--- config.mk ---
export PLATFORM = sky130hd
export DESIGN_NAME = pie_ctrl
export DESIGN_NICKNAME = d
export VERILOG_FILES = /design/src/rtl/pie_pkg.sv /design/src/rtl/pie_flag_bank.sv /design/src/rtl/pie_level.sv /design/src/rtl/pie_ack_decode.sv /design/src/rtl/pie_ctrl.sv
export SDC_FILE = /design/constraint.sdc
export NUM_CORES = 1
export LEC_CHECK = 0
export BUFFER_PORTS_ARGS = -buffer_cell sky130_fd_sc_hd__clkbuf_2
export CAP_MARGIN = 10
export CORE_AREA = 2 2 97 99
export CTS_CLUSTER_DIAMETER = 100
export DETAILED_ROUTE_END_ITERATION = 6
export DIE_AREA = 0 0 99 101
export GPL_ROUTABILITY_DRIVEN = 0
export GPL_TIMING_DRIVEN = 0
export PLACE_DENSITY = 0.8
export SYNTH_ARGS = -nofsm -noshare
export SYNTH_HDL_FRONTEND = slang
export SYNTH_SLANG_ARGS = --single-unit
--- constraint.sdc ---
create_clock -name clk -period 2.15 [get_ports clk]
set_input_delay 0.43 -clock clk [delete_from_list [all_inputs] [get_ports clk]]
set_output_delay 0.43 -clock clk [all_outputs]
set_load 0.01 [all_outputs]
--- src/rtl/pie_pkg.sv ---
`timescale 1ns/1ps
package pie_pkg;
    localparam int unsigned DEF_LEVELS    = 6;
    localparam int unsigned DEF_SLOTS     = 8;
    localparam int unsigned DEF_ADDR_W    = 16;
    localparam int unsigned DEF_VEC_W     = 16;
    localparam int unsigned DEF_VEC_BASE  = 32'h0040;
    localparam int unsigned DEF_ADDR_STEP = 2;
    localparam int unsigned DEF_PULSE_LEN = 2;

    function automatic int unsigned idx_w(input int unsigned n);
        return (n > 1) ? $clog2(n) : 1;
    endfunction
endpackage

--- src/rtl/pie_flag_bank.sv ---
`timescale 1ns/1ps
module pie_flag_bank #(
    parameter int unsigned NSRC = 48
) (
    input  logic            clk,
    input  logic            rst_n,
    input  logic [NSRC-1:0] evt_i,
    input  logic [NSRC-1:0] en_i,
    input  logic [NSRC-1:0] clr_i,
    output logic [NSRC-1:0] flag_o,
    output logic [NSRC-1:0] req_o
);
    typedef struct packed {
        logic [NSRC-1:0] flag;
    } bank_t;

    bank_t st_d, st_q;

    always_comb begin
        st_d      = st_q;
        // set dominates a simultaneous clear so an event is never lost
        st_d.flag = (st_q.flag & ~clr_i) | evt_i;
    end

    always_ff @(posedge clk or negedge rst_n) begin
        if (!rst_n) st_q <= '0;
        else        st_q <= st_d;
    end

    assign flag_o = st_q.flag;
    assign req_o  = st_q.flag & en_i;

    p_flag_sticky_r1: assert property (@(posedge clk) disable iff (!rst_n)
        (($past(st_q.flag & ~clr_i) & ~st_q.flag) == '0));
    p_event_sets_r1: assert property (@(posedge clk) disable iff (!rst_n)
        (evt_i != '0) |=> (($past(evt_i) & ~st_q.flag) == '0));
endmodule

--- src/rtl/pie_level.sv ---
`timescale 1ns/1ps
module pie_level #(
    parameter int unsigned SLOTS     = 8,
    parameter int unsigned PULSE_LEN = 2,
    localparam int unsigned SW       = pie_pkg::idx_w(SLOTS),
    localparam int unsigned CW       = $clog2(PULSE_LEN + 1)
) (
    input  logic             clk,
    input  logic             rst_n,
    input  logic [SLOTS-1:0] req_i,
    input  logic             ack_hit_i,
    output logic             irq_n_o,
    output logic             pend_o,
    output logic [SW-1:0]    win_o
);
    typedef struct packed {
        logic          outst;
        logic [CW-1:0] cnt;
    } lvl_t;

    lvl_t st_d, st_q;
    logic pend;
    logic [SW-1:0] win;

    // fixed priority: lowest slot wins
    always_comb begin
        win = '0;
        for (int i = SLOTS - 1; i >= 0; i--) begin
            if (req_i[i]) win = SW'(i);
        end
    end

    assign pend = |req_i;

    always_comb begin
        st_d = st_q;
        if (st_q.cnt != '0) st_d.cnt = st_q.cnt - CW'(1);
        if (ack_hit_i) begin
            st_d.outst = 1'b0;
        end else if (pend && !st_q.outst && (st_q.cnt == '0)) begin
            st_d.outst = 1'b1;
            st_d.cnt   = CW'(PULSE_LEN);
        end
    end

    always_ff @(posedge clk or negedge rst_n) begin
        if (!rst_n) st_q <= '0;
        else        st_q <= st_d;
    end

    assign irq_n_o = (st_q.cnt == '0);
    assign pend_o  = pend;
    assign win_o   = win;

    p_pulse_two_r5: assert property (@(posedge clk) disable iff (!rst_n)
        $fell(irq_n_o) |=> (!irq_n_o ##1 irq_n_o));
    p_single_outstanding_r4: assert property (@(posedge clk) disable iff (!rst_n)
        $fell(irq_n_o) |-> !$past(st_q.outst));
    p_pulse_needs_req_r2: assert property (@(posedge clk) disable iff (!rst_n)
        $fell(irq_n_o) |-> $past(|req_i));
endmodule

--- src/rtl/pie_ack_decode.sv ---
`timescale 1ns/1ps
module pie_ack_decode #(
    parameter int unsigned LEVELS    = 6,
    parameter int unsigned SLOTS     = 8,
    parameter int unsigned ADDR_W    = 16,
    parameter int unsigned VEC_W     = 16,
    parameter int unsigned VEC_BASE  = 32'h0040,
    parameter int unsigned ADDR_STEP = 2,
    localparam int unsigned SW       = pie_pkg::idx_w(SLOTS)
) (
    input  logic                 clk,
    input  logic                 rst_n,
    input  logic                 ack_i,
    input  logic [ADDR_W-1:0]    ack_addr_i,
    input  logic [LEVELS-1:0]    pend_i,
    input  logic [LEVELS*SW-1:0] win_i,
    output logic [LEVELS-1:0]    hit_o,
    output logic [VEC_W-1:0]     vec_o
);
    typedef struct packed {
        logic [VEC_W-1:0] vec;
    } vreg_t;

    vreg_t st_d, st_q;
    logic [LEVELS-1:0] hit;

    for (genvar l = 0; l < LEVELS; l++) begin : g_dec
        assign hit[l] = ack_i && (ack_addr_i == ADDR_W'(ADDR_STEP * (l + 1)));
    end

    always_comb begin
        st_d = st_q;
        for (int l = 0; l < LEVELS; l++) begin
            if (hit[l]) begin
                if (pend_i[l])
                    st_d.vec = VEC_W'(VEC_BASE + l * SLOTS + int'(win_i[l*SW +: SW]));
                else
                    st_d.vec = '0;
            end
        end
    end

    always_ff @(posedge clk or negedge rst_n) begin
        if (!rst_n) st_q <= '0;
        else        st_q <= st_d;
    end

    assign hit_o = hit;
    assign vec_o = st_q.vec;

    p_one_level_r6: assert property (@(posedge clk) disable iff (!rst_n)
        $onehot0(hit));
    p_phantom_r8: assert property (@(posedge clk) disable iff (!rst_n)
        ((|hit) && !(|(hit & pend_i))) |=> (st_q.vec == '0));
    p_vec_hold_r9: assert property (@(posedge clk) disable iff (!rst_n)
        !(|hit) |=> $stable(st_q.vec));
endmodule

--- src/rtl/pie_ctrl.sv ---
`timescale 1ns/1ps
module pie_ctrl #(
    parameter int unsigned LEVELS    = pie_pkg::DEF_LEVELS,
    parameter int unsigned SLOTS     = pie_pkg::DEF_SLOTS,
    parameter int unsigned ADDR_W    = pie_pkg::DEF_ADDR_W,
    parameter int unsigned VEC_W     = pie_pkg::DEF_VEC_W,
    parameter int unsigned VEC_BASE  = pie_pkg::DEF_VEC_BASE,
    parameter int unsigned ADDR_STEP = pie_pkg::DEF_ADDR_STEP,
    parameter int unsigned PULSE_LEN = pie_pkg::DEF_PULSE_LEN,
    localparam int unsigned NSRC     = LEVELS * SLOTS,
    localparam int unsigned SW       = pie_pkg::idx_w(SLOTS)
) (
    input  logic              clk,
    input  logic              rst_n,
    input  logic [NSRC-1:0]   evt_i,
    input  logic [NSRC-1:0]   en_i,
    input  logic [NSRC-1:0]   clr_i,
    input  logic              ack_i,
    input  logic [ADDR_W-1:0] ack_addr_i,
    output logic [LEVELS-1:0] irq_n_o,
    output logic [VEC_W-1:0]  vec_o,
    output logic [NSRC-1:0]   flag_o
);
    logic [NSRC-1:0]      req;
    logic [LEVELS-1:0]    pend;
    logic [LEVELS-1:0]    hit;
    logic [LEVELS*SW-1:0] win;

    pie_flag_bank #(.NSRC(NSRC)) u_flags (
        .clk    (clk),
        .rst_n  (rst_n),
        .evt_i  (evt_i),
        .en_i   (en_i),
        .clr_i  (clr_i),
        .flag_o (flag_o),
        .req_o  (req)
    );

    for (genvar l = 0; l < LEVELS; l++) begin : g_lvl
        pie_level #(.SLOTS(SLOTS), .PULSE_LEN(PULSE_LEN)) u_level (
            .clk       (clk),
            .rst_n     (rst_n),
            .req_i     (req[l*SLOTS +: SLOTS]),
            .ack_hit_i (hit[l]),
            .irq_n_o   (irq_n_o[l]),
            .pend_o    (pend[l]),
            .win_o     (win[l*SW +: SW])
        );
    end

    pie_ack_decode #(
        .LEVELS(LEVELS), .SLOTS(SLOTS), .ADDR_W(ADDR_W), .VEC_W(VEC_W),
        .VEC_BASE(VEC_BASE), .ADDR_STEP(ADDR_STEP)
    ) u_ack (
        .clk        (clk),
        .rst_n      (rst_n),
        .ack_i      (ack_i),
        .ack_addr_i (ack_addr_i),
        .pend_i     (pend),
        .win_i      (win),
        .hit_o      (hit),
        .vec_o      (vec_o)
    );
endmodule

======== After elaboration in Yosys (flattened, before gate mapping) ========
Cells that the tools add are included.
cells by class
  $add $sub $neg .......................... 12
  eq/ne operators ......................... 6
  mux-type cells .......................... 84
  bitwise gates (word level) .............. 4
  reductions and logical operators ........ 49
operators by type and width
  kind                                              count
  2-to-1 mux 16 bit                                 12
  2-to-1 mux 3 bit                                  54
  bitwise AND 48 bit                                2
  adder 7 x 3 -> 8 bit, first input constant        6
  == test 16 x 4 -> 1 bit, second input constant    3
  inverter 48 bit                                   1
  bitwise OR 48 bit                                 1
  OR reduction 8 bit                                6
  == test 16 x 3 -> 1 bit, second input constant    2
  2-to-1 mux 2 bit                                  12
  nonzero test 2 bit                                12
  logical AND 1 bit                                 18
  == test 16 x 2 -> 1 bit, second input constant    1
  zero test 2 bit                                   6
  subtractor 2 x 1 -> 2 bit, second input constant  6
  zero test 1 bit                                   6
  2-to-1 mux 1 bit                                  6
  nonzero test 6 bit                                1
word-level totals
  register bits ........................... 82
  bits of input ports ..................... 163
  output and inout port bits .............. 70
  logic and storage cells ................. 169

======== Depth between registers and ports, before layout ========
Gate-level depths: netlist of the first run.
  depth after elaboration ................. 17
  mapped depth ............................ 8

======== Hierarchy ========
From an unflattened synthesis of the first run, not the netlist that was laid out.
unflattened totals
  cells, all modules ...................... 456
  area total of the unflattened synthesis .. 4117.7 um2
modules (own cells, without submodules)
  module          times used  cells each  area an instance (um2)  seq. area each (um2)
  pie_flag_bank   1           192         2042.0                  1201.2
  pie_level       6           26          203.9                   75.1
  pie_ack_decode  1           108         852.1                   175.2

======== Worst setup path before layout of the first run ========
OpenSTA, ideal clock, no wires.
  kind .................................... input to register
  from .................................... in ack_addr_i[8]
  to ...................................... reg u_ack.st_q, in the netlist u_ack.vec_o[0]
  library setup time ...................... 0.129 ns
  data arrival time ....................... 2.027 ns
  slack ................................... -0.006 ns
  stages .................................. 8
  buffers on the path ..................... 1
  path through ............................ nor4_4 -> and4_1 -> buf_2 -> nand2_1 -> nor3_1 -> mux2_2 -> a211oi_1 -> a21oi_2
between the ends
  word-level cells in the longest chain between the ends .. 7
  elaborated cells between the ends (all ways) .. 18
  classes of those cells .................. eq/ne (6); mux (5); reduce/logical (7)
RTL lines
  what                             line                  text
  start: declaration               pie_ctrl.sv:19        input logic [ADDR_W-1:0] ack_addr_i,
  == test 16 x 3 -> 1 bit          pie_ack_decode.sv:28  assign hit[l] = ack_i && (ack_addr_i == ADDR_W'(ADDR_STEP * (l + 1)));
  logical AND 1 bit                pie_ack_decode.sv:28
  2-to-1 mux 16 bit (5 in series)  pie_ack_decode.sv:34  if (hit[l]) begin
  end signal: assignment           pie_ack_decode.sv:45  else st_q <= st_d;
  end: declaration                 pie_ack_decode.sv:24  vreg_t st_d, st_q;
Parallel ways exist; a longest one is shown, timed or not.
A chain may end at the register's enable or synchronous reset.

======== Worst setup path after layout of the first run ========
Same ends and word-level chain as after synthesis.

==> results of run 1 <==
-- flip-flops by register name (all words and copies together) (netlist names) --
| name | count |
|---|---|
| u_ack.vec_o | 7 |
| g_lvl.u_level.st_q | 18 |
| u_flags.flag_o | 48 |
-- cells in the final DEF, fill, tap and decap left out, drive strengths merged, types with 2 or more instances in the layout --
cell     netlist  routed
clkbuf         2     233
a22oi         18      18
o211ai         2       2
a21o          49      49
o21ai         12      12
nand3         13      13
a21oi         10      10
o21a           3       3
nor2b         11      11
a22o           6       6
a211oi         3       3
and3           2       2
inv           50      50
nand4          6       6
a31oi          2       2
conb           1       9
dfrtp         73      73
buf           19      20
nor4           4       4
a32oi          2       2
a2111oi        3       3
clkinv         0       4
or4            4       4
and4           2       2
nand2b         5       5
a32o           6       6
nor3          14      14
nor2          26      26
nand2         56      56
a221oi         2       2
o22ai          2       2
-- Yosys cell counts (all sizes together), types with 2 or more instances --
library cell   n
nand2b         5
nor2          26
nand3         13
o21a           3
a211oi         3
o211ai         2
a22oi         18
a32o           6
or4            4
inv           50
nor4           4
dfrtp         73
nand4          6
a22o           6
a21o          49
a21oi         10
and4           2
o21ai         12
o22ai          2
a32oi          2
a31oi          2
buf           19
nor3          14
a221oi         2
clkbuf         2
nor2b         11
a2111oi        3
nand2         56
and3           2
-- routing by layer --
metal | GRT usage (%) | share of wire, % | vias up
met2 | 38.20 | 52 | 153
met3 | 5.340 | 6.9 | 12
met1 | 24.22 | 40 | 1816
met4 | 6.006 | 1.3 | 0
met5 | 0 | 0 | -
li1 | - | - | 1926
-- how the worst min path moves through the flow --
| stage | end | cells after the start |
|---|---|---|
| after floorplan | g_lvl[0].u_level.st_q[0] | 0 |
| after global placement | g_lvl[4].u_level.st_q[0] | 1 |
| after detailed placement | u_flags.flag_o[21] | 1 |
| after CTS | u_flags.flag_o[21] | 1 |
| after global routing | u_flags.flag_o[21] | 1 |
| final | u_flags.flag_o[21] | 1 |
-- area by class of cell --
type | instances | area share [%]
buffer | 21 | 2.621
clock buffer | 10 | 2.574
clock inverter | 6 | 1.077
inverter | 50 | 3.510
multi-input combinational | 282 | 32.34
sequential | 73 | 34.17
tap | 111 | 2.598
timing repair buffer | 222 | 21.11
-- worst reg2reg max path: cells and delay by family (launching register included) --
family	cells	cell delay, ps
flops	1	420
compound gates	4	820
simple gates	3	620
-- logic make-up after synthesis --
group           Yosys count  synth area share [%]
simple gates            147                 18.63
compound gates          124                 24.42
flops                    73                 47.73
buf+inv                  71                 8.565
mux                       2                0.5557
other cells               1               0.09798
-- where the power goes --
part           switching (mW)  internal (mW)  total, mW
Clock                   0.501          0.560       1.06
Sequential             0.0680           1.43       1.50
Combinational           0.265          0.277      0.543
-- metrics by stage --
stage,hold slack (ps),area [um2]
after CTS,54.73,5330
after global routing,56.61,5346
after detailed placement,431.0,5130
after floorplan,134.4,3862
final,51.66,5346
after global placement,460.0,5107
==> flow_summary_export.csv, run 1 <==
group,metric,value,unit
outcome,status,"finished, final reports clean",
final_layout,layoutNonFillerInstCount,775,
setup_path,r2r_slack,180,ps
floorplanning,dieArea,0.009999,mm2
logic_synthesis,ys_ff_latch,73,
logic_synthesis,synth_area_leaders,"dfrtp_1 (48%), a21o_1 (9.6%), nand2_1 (5.5%)",
final_layout,drive_gt1_share,40.51,%
clocking,htreeDepth,3,
final_layout,fillers,786,
routing,antenna_left,0,
logic_synthesis,yosys.area.top_type,"dfrtp_1",
timing,slew_viol_final,0,
global_routing,antenna_found_initial,0,
setup_path,cp_num_buf_inv,2,
global_routing,overflow,0,
clocking,cts_made_buffers,9,
clocking,cts_root_buffer,"clkbuf_8",
logic_synthesis,synthCells,418,
final_layout,fin_nets,822,
final_layout,seqCellArea,0.001827,mm2
clocking,postCtsHoldBufs,0,
final_layout,multi_input_area,0.001729,mm2
timing,setup_ws,117.9,ps
timing,fin_setup_tns,0,ps
setup_path,cp.depth,8,
timing,finalSetupViolations,0,
logic_synthesis,syn_area,0.003827,mm2
placed_design,io_buffers,221,
setup_path,crit_type,"in -> reg",
routing,wl,10.45,mm
setup_path,crit_family,"simple AND/OR/NAND/NOR gates",
power_and_ir_drop,leakage,2.972,nW
setup_path,r2r-end,"u_ack.vec_o[6]",
timing,rsz0062_at_grt,"false",
timing,relSlewSlack,64.11,%
setup_path,cp-endpoint,"u_ack.vec_o[0]",
timing,skew,10.75,ps
routing,drc,0,
setup_path,crit_required,2420,ps
setup_path,crit_start,"ack_addr_i[8]",
logic_synthesis,syn_avg_cell_area,9.157,um2
logic_synthesis,yosys_warnings,0,
clocking,cts.path.max_buffers,2,
global_routing,grt_start_max_net_pins,43,
final_layout,final_core_util,59.55,%
setup_path,endpoint_kind,"flip-flop",
final_layout,n_antenna_cell,0,
global_routing,grt_pass1_vias,3811,
placed_design,dpl_worst_slack,-347.7,ps
placed_design,hpwl,8.720,mm
clocking,cts_tree,"built",
logic_synthesis,synthArstFlopShare,100.0,%
timing,hold_viol_final,0,
setup_path,path_cells,"clkbuf_2 > nor4_4 > nand4_1 > or4_1 > buf_2 > a2111oi_4 > a211oi_2 > a21oi_2",
routing,vias_per_cell,5.041,
setup_path,crit_path_max_fanout,7,
final_layout,area_delta_synth_final,39.69,%
timing,layout_min_cycle_time,2032,ps
setup_path,critical-path-max-stage-delay,500,ps
setup_path,slowest_stage,"or4_1",
floorplanning,io_pins,233,
power_and_ir_drop,p_per_area,580.8,mW/mm2
setup_path,cp-start-kind,"input pin",
job,cap_violations,0,
min_path,hp-class,"in -> async",
logic_synthesis,netlist.area_leader.share,47.73,%
power_and_ir_drop,peakVddDrop,351.1,uV
logic_synthesis,yosys.cell_types.count,46,
setup_path,r2r-start,"u_flags.flag_o[22]",
logic_synthesis,ys.flop_type,"dfrtp_1",
global_routing,groute.usage.overall,20.91,%
routing,drtPass1Iterations,4,
floorplanning,fp-row-count,35,
routing,wire_per_inst,13.49,um
timing,max_freq,0.4921,GHz
power_and_ir_drop,power.total,3.105,mW
floorplanning,core_region_area,0.008977,mm2
timing,fin_crit_sh,94.52,%
logic_synthesis,synth_edf_count,0,
floorplanning,fp.dieW,99,um
placed_design,dp.cells,759,
routing,vias,3907,
clocking,clkLatencyLatePin,340,ps
routing,drtIter0Drc,202,
timing,worst_pin_slew,537.3,ps
global_routing,grt_pass1_wl,16.83,mm
setup_path,cp_data_arrival_time,2300,ps
floorplanning,die-height,101,um
clocking,clkSinkCount,73,
clocking,cts_setup_buffers,0,
setup_path,reg2reg_depth,7,
clocking,cts_resized,1,
logic_synthesis,synth-seq-area-share,47.73,%
floorplanning,initial_core_util,42.63,%
clocking,path_clk_slew,80,ps
Power figures use the tool's default switching activity.
==> run 2, diff against run 1 <==
CORE_AREA = 2 2 111 81   (was 2 2 97 99)
DIE_AREA = 0 0 113 83   (was 0 0 99 101)
PLACE_DENSITY = 0.85   (was 0.8)
clock period = 2.6 ns   (was 2.15 ns; I/O delays follow)
==> flow_summary_export.csv, run 2 (synthesized netlist as in run 1, its figures left out) <==
group,metric,value,unit
outcome,status,"finished, violations left",
outcome,violations,"DRC",
power_and_ir_drop,peakVddDrop,402.4,uV
final_layout,final_core_util,65.33,%
timing,hold_viol_final,0,
global_routing,busiest_layer,"met2",
setup_path,crit_path_max_fanout,7,
floorplanning,fp.dieW,113,um
timing,skew,5.373,ps
placed_design,hpwl,9.086,mm
setup_path,r2r_slack,350,ps
clocking,htreeDepth,3,
setup_path,cp-endpoint,"u_ack.vec_o[0]",
final_layout,layout_commonest_cell,"clkbuf_2",
routing,drtIter0Drc,138,
routing,drc,14,
timing,rsz0062_at_grt,"false",
clocking,clkSinkCount,73,
power_and_ir_drop,p_per_area,524.5,mW/mm2
clocking,postCtsHoldBufs,0,
setup_path,crit_required,2800,ps
floorplanning,core_region_area,0.008268,mm2
floorplanning,die-height,83,um
clocking,clkLatencyLatePin,330,ps
global_routing,grt_util_met3,7.007,%
setup_path,cp_data_arrival_time,2540,ps
setup_path,r2r-start,"u_flags.flag_o[12]",
timing,hold_ws,145.4,ps
global_routing,antenna_found_initial,0,
setup_path,cp_num_buf_inv,2,
floorplanning,dieArea,0.009379,mm2
clocking,cts.path.max_buffers,2,
final_layout,drive_gt1_share,39.31,%
setup_path,r2r-end,"u_ack.vec_o[0]",
routing,wire_per_inst,14.14,um
power_and_ir_drop,leakage,3.003,nW
routing,vias_per_cell,5.078,
setup_path,critical-path-max-stage-delay,390,ps
setup_path,crit_family,"simple AND/OR/NAND/NOR gates",
global_routing,grt_start_max_net_pins,48,
final_layout,n_antenna_cell,0,
timing,relSlewSlack,61.75,%
global_routing,grt_pass1_vias,3919,
global_routing,met2_usage,40.39,%
final_layout,multi_input_area,0.001703,mm2
timing,max_freq,0.4272,GHz
timing,worst_pin_slew,572.5,ps
global_routing,met1_usage,29.13,%
global_routing,groute.usage.overall,23.72,%
routing,drtPass1Iterations,7,
timing,slew_viol_final,0,
final_layout,largest_reg_flops,48,
floorplanning,fp-row-count,28,
clocking,cts_root_buffer,"clkbuf_16",
setup_path,reg2reg_depth,7,
routing,wl,10.88,mm
placed_design,io_buffers,221,
clocking,cts_setup_buffers,0,
final_layout,seqCellArea,0.001827,mm2
min_path,hp-class,"in -> async",
final_layout,fillers,692,
floorplanning,initial_core_util,46.29,%
timing,finalSetupViolations,0,
final_layout,final_cell_mix,"clkbuf_2 (220), dfrtp_1 (73), nand2_1 (56), inv_1 (50), a21o_1 (49)",
routing,vias,3905,
timing,layout_min_cycle_time,2341,ps
clocking,cts_resized,0,
setup_path,cp-start-kind,"input pin",
global_routing,overflow,0,
clocking,path_clk_slew,50,ps
timing,fin_crit_sh,90.03,%
setup_path,endpoint_kind,"flip-flop",
setup_path,slowest_stage,"a211oi_1",
setup_path,crit_type,"in -> reg",
final_layout,area_delta_synth_final,41.12,%
routing,antenna_left,0,
clocking,cts_made_buffers,9,
final_layout,fin_nets,822,
clocking,cts_tree,"built",
job,cap_violations,0,
setup_path,path_cells,"clkbuf_2 > nor4_4 > and4_1 > buf_2 > nand2_1 > nor3_1 > mux2_2 > a211oi_1 > a21oi_2",
setup_path,crit_start,"ack_addr_i[8]",
global_routing,grt_pass1_wl,17.79,mm
floorplanning,io_pins,233,
setup_path,cp.depth,9,
## run 2: changes by cell type in the layout (fill, tap and decap cells not counted), moves of 3 or more
| cell | before | now |
|---|---|---|
| clkinv_2 | 4 | 1 |
| clkbuf_8 | 10 | 2 |
| clkbuf_1 | 2 | 5 |
| clkbuf_16 | 0 | 9 |
| nor3_1 | 10 | 14 |
| nor3_2 | 4 | 0 |
## run 2: stage by stage
| stage | total power, mW | setup slack (ps) | cells | cell area, um2 | TNS [ps] |
|---|---|---|---|---|---|
| CTS | 2.873 | 292.6 | 769 | 5401 | 0 |
| detailed placement | 1.720 | -62.07 | 753 | 5125 | -62.07 |
| finish | 2.833 | 259.3 | 769 | 5401 | 0 |
| global placement | 1.699 | -18.68 | 752 | 5095 | -18.68 |
| global route | 2.974 | 125.8 | 769 | 5401 | 0 |
| floorplan | 1.460 | 354.5 | 426 | 3857 | 0 |
## run 2: area by class of cell
type | count | share of cell area, %
clock inverter | 2 | 0.2316
inverter | 50 | 3.475
buffer | 21 | 2.594
sequential | 73 | 33.82
multi-input combinational | 282 | 31.53
timing repair buffer | 222 | 21.03
tap | 105 | 2.432
clock buffer | 14 | 4.888
## run 2: how the worst min path moves through the flow
| stage | endpoint | slack, ps | depth (start not counted) |
|---|---|---|---|
| 2_1_floorplan | g_lvl[0].u_level.st_q[0] | 220 | 0 |
| 3_3_place_gp | u_ack.vec_o[4] | 460 | 2 |
| 3_5_place_dp | u_ack.vec_o[4] | 460 | 2 |
| 4_1_cts | u_flags.flag_o[38] | 140 | 1 |
| 5_1_grt | u_flags.flag_o[17] | 160 | 1 |
| 6_report | u_flags.flag_o[38] | 150 | 1 |
## run 2: power by group
group	internal (mW)	total [mW]	switching [mW]	leakage, nW
Combinational	0.230	0.453	0.223	2.04
Clock	0.697	1.13	0.437	0.133
Sequential	1.19	1.25	0.0579	0.835
Total	2.12	2.83	0.718	3.00
## run 2: layer usage
layer	wire length (um)	share of wire [%]	vias up
met5	0	0	-
met4	118	1.1	0
met3	873	8.0	13
met2	5238	48	165
met1	4646	43	1791
li1	-	-	1936
==> run 3, diff against run 2 <==
CORE_AREA = 2 2 114 83   (was 2 2 111 81)
DIE_AREA = 0 0 116 85   (was 0 0 113 83)
SYNTH_HIERARCHICAL = 1   (was default)
==> flow_summary_export.csv, run 3 <==
group,metric,value,unit
outcome,status,"finished, final reports clean",
min_path,hp-class,"in -> async",
setup_path,crit_type,"reg -> reg",
final_layout,multi_input_area,0.001967,mm2
power_and_ir_drop,leakage,3.142,nW
timing,hold_viol_final,0,
global_routing,antenna_found_initial,0,
clocking,path_clk_slew,60,ps
power_and_ir_drop,peakVddDrop,412.6,uV
timing,skew,4.196,ps
floorplanning,initial_core_util,46.89,%
timing,finalSetupViolations,0,
clocking,htreeDepth,3,
routing,wire_per_inst,13.31,um
clocking,postCtsHoldBufs,0,
final_layout,layout_commonest_cell,"clkbuf_2",
setup_path,cp_data_arrival_time,2530,ps
timing,slew_viol_final,0,
routing,drtPass1Iterations,4,
logic_synthesis,yosys.cell_types.count,46,
setup_path,crit_path_max_fanout,3,
job,cap_violations,0,
final_layout,seqCellArea,0.001827,mm2
timing,worst_pin_slew,515.4,ps
logic_synthesis,yosys_warnings,6,
placed_design,dp.cells,812,
logic_synthesis,synth_edf_count,0,
logic_synthesis,synthArstFlopShare,100.0,%
floorplanning,core_region_area,0.008781,mm2
final_layout,final_cell_mix,"clkbuf_2 (222), dfrtp_1 (73), inv_1 (72), and2_1 (49), a21o_1 (49)",
global_routing,overflow,0,
power_and_ir_drop,p_per_area,505.2,mW/mm2
logic_synthesis,synth_area_leaders,"dfrtp_1 (44%), a21o_1 (8.9%), and2_1 (7.4%)",
routing,vias_per_cell,4.931,
timing,max_freq,0.4314,GHz
floorplanning,dieArea,0.009860,mm2
global_routing,grt_pass1_wl,17.71,mm
logic_synthesis,ys_ff_latch,73,
clocking,cts_made_buffers,9,
logic_synthesis,synth_most_common_cell,"dfrtp_1",
floorplanning,die-height,85,um
logic_synthesis,syn_avg_cell_area,9.030,um2
placed_design,hpwl,9.216,mm
routing,antenna_left,0,
routing,drtIter0Drc,202,
setup_path,r2r-start,"u_flags/flag_o[20]",
clocking,cts.path.max_buffers,2,
logic_synthesis,yosys.area.top_type,"dfrtp_1",
setup_path,endpoint_kind,"flip-flop",
clocking,cts_resized,0,
final_layout,layoutNonFillerInstCount,828,
global_routing,grt_start_max_net_pins,43,
timing,layout_min_cycle_time,2318,ps
clocking,clkLatencyLatePin,330,ps
timing,relSlewSlack,65.32,%
floorplanning,io_pins,233,
routing,drc,0,
logic_synthesis,synth-seq-area-share,44.36,%
final_layout,n_antenna_cell,0,
final_layout,largest_reg_flops,48,
global_routing,groute.usage.overall,22.87,%
clocking,clkSinkCount,73,
setup_path,cp-start-kind,"flip-flop",
timing,fin_crit_sh,89.16,%
setup_path,crit_required,2810,ps
logic_synthesis,netlist.area_leader.share,44.36,%
final_layout,final_core_util,65.10,%
logic_synthesis,synthCells,456,
final_layout,drive_gt1_share,39.35,%
clocking,cts_tree,"built",
global_routing,grt_pass1_vias,4073,
setup_path,crit_start,"u_flags/flag_o[20]",
final_layout,fillers,753,
timing,rsz0062_at_grt,"false",
final_layout,area_delta_synth_final,38.83,%
placed_design,io_buffers,223,
routing,vias,4083,
clocking,cts_root_buffer,"clkbuf_16",
floorplanning,fp-row-count,29,
logic_synthesis,ys_top_cells_by_count,"dfrtp_1 (73), inv_1 (72), a21o_1 (49), and2_1 (49), nor2_1 (39)",
routing,wl,11.02,mm
clocking,cts_setup_buffers,0,
timing,fin_setup_tns,0,ps
power_and_ir_drop,power.total,2.888,mW
floorplanning,fp.dieW,116,um
logic_synthesis,syn_area,0.004118,mm2
final_layout,fin_nets,862,
logic_synthesis,ys.flop_type,"dfrtp_1",
==> run 3: changes by cell type after synthesis, sizes merged, moves of 6 or more <==
cell | previous run | this run
o21bai | 0 | 6
buf | 19 | 10
inv | 50 | 72
o21ai | 12 | 20
nand3 | 13 | 5
nor2 | 26 | 45
nand2 | 56 | 20
a22o | 6 | 0
nor2b | 11 | 19
a22oi | 18 | 3
a32o | 6 | 0
or4 | 4 | 13
and2 | 1 | 49
==> run 3: through the flow <==
| step | worst slack (ps) | hold slack [ps] | area, um2 |
|---|---|---|---|
| 6_report | 281.9 | 160.7 | 5717 |
| 5_1_grt | 143.6 | 182.2 | 5717 |
| 4_1_cts | 305.5 | 168.4 | 5717 |
| 3_5_place_dp | 121.4 | 446.1 | 5441 |
| 3_3_place_gp | 154.7 | 438.9 | 5419 |
| 2_1_floorplan | 363.5 | 224.4 | 4148 |
==> run 3: critical path, cell delays in order (launching register included) <==
cell      delay [ps]
dfrtp_1          400
and2_1           190
or4_4            560
nor2_2           140
inv_1             70
and3_1           150
o21ai_0          200
a21oi_1          120
a211oi_1         270
o21ai_0          100
==> run 3: routing by layer <==
metal	GRT usage [%]	wire length, um
met1	25.51	4322
met2	42.11	5589
met3	6.214	840
met4	7.576	267
met5	0	0
==> run 3: final timing paths <==
check                                                 to  slack, ps  depth (start not counted)
worst max-delay path                      u_ack/vec_o[1]        280                          9
worst min-delay path                  u_flags/flag_o[35]        160                          1
worst max register to register            u_ack/vec_o[1]        280                          9
worst min register to register  g_lvl[0].u_level/st_q[0]        460                          1
max in group asynchronous                 u_ack/vec_o[5]       1860                          2
min in group clk                      u_flags/flag_o[43]        360                          2
==> run 3: report_power, final <==
group          total [mW]  internal, mW  switching, mW
clock network        1.14         0.693          0.451
registers            1.23          1.19         0.0392
logic               0.517         0.262          0.255
==> run 3: kinds of logic (layout without fill, tap and decap cells) <==
family,Yosys count,in the layout,share of synthesized area (%)
buffers and inverters,85,325,8.599
xor gates and xnor gates,1,1,0.2127
other,1,9,0.09107
AOI/OAI and AO/OA,111,111,19.08
DFF,73,73,44.36
and+or+nand+nor,185,185,27.65
==> run 3: area by class of cell <==
type | instances | area share (%)
Multi-Input combinational cell | 306 | 34.41
Sequential cell | 73 | 31.95
Timing Repair Buffer | 224 | 19.92
Inverter | 72 | 4.728
Clock buffer | 13 | 4.552
Tap cell | 124 | 2.714
Buffer | 13 | 1.466
Clock inverter | 3 | 0.2626
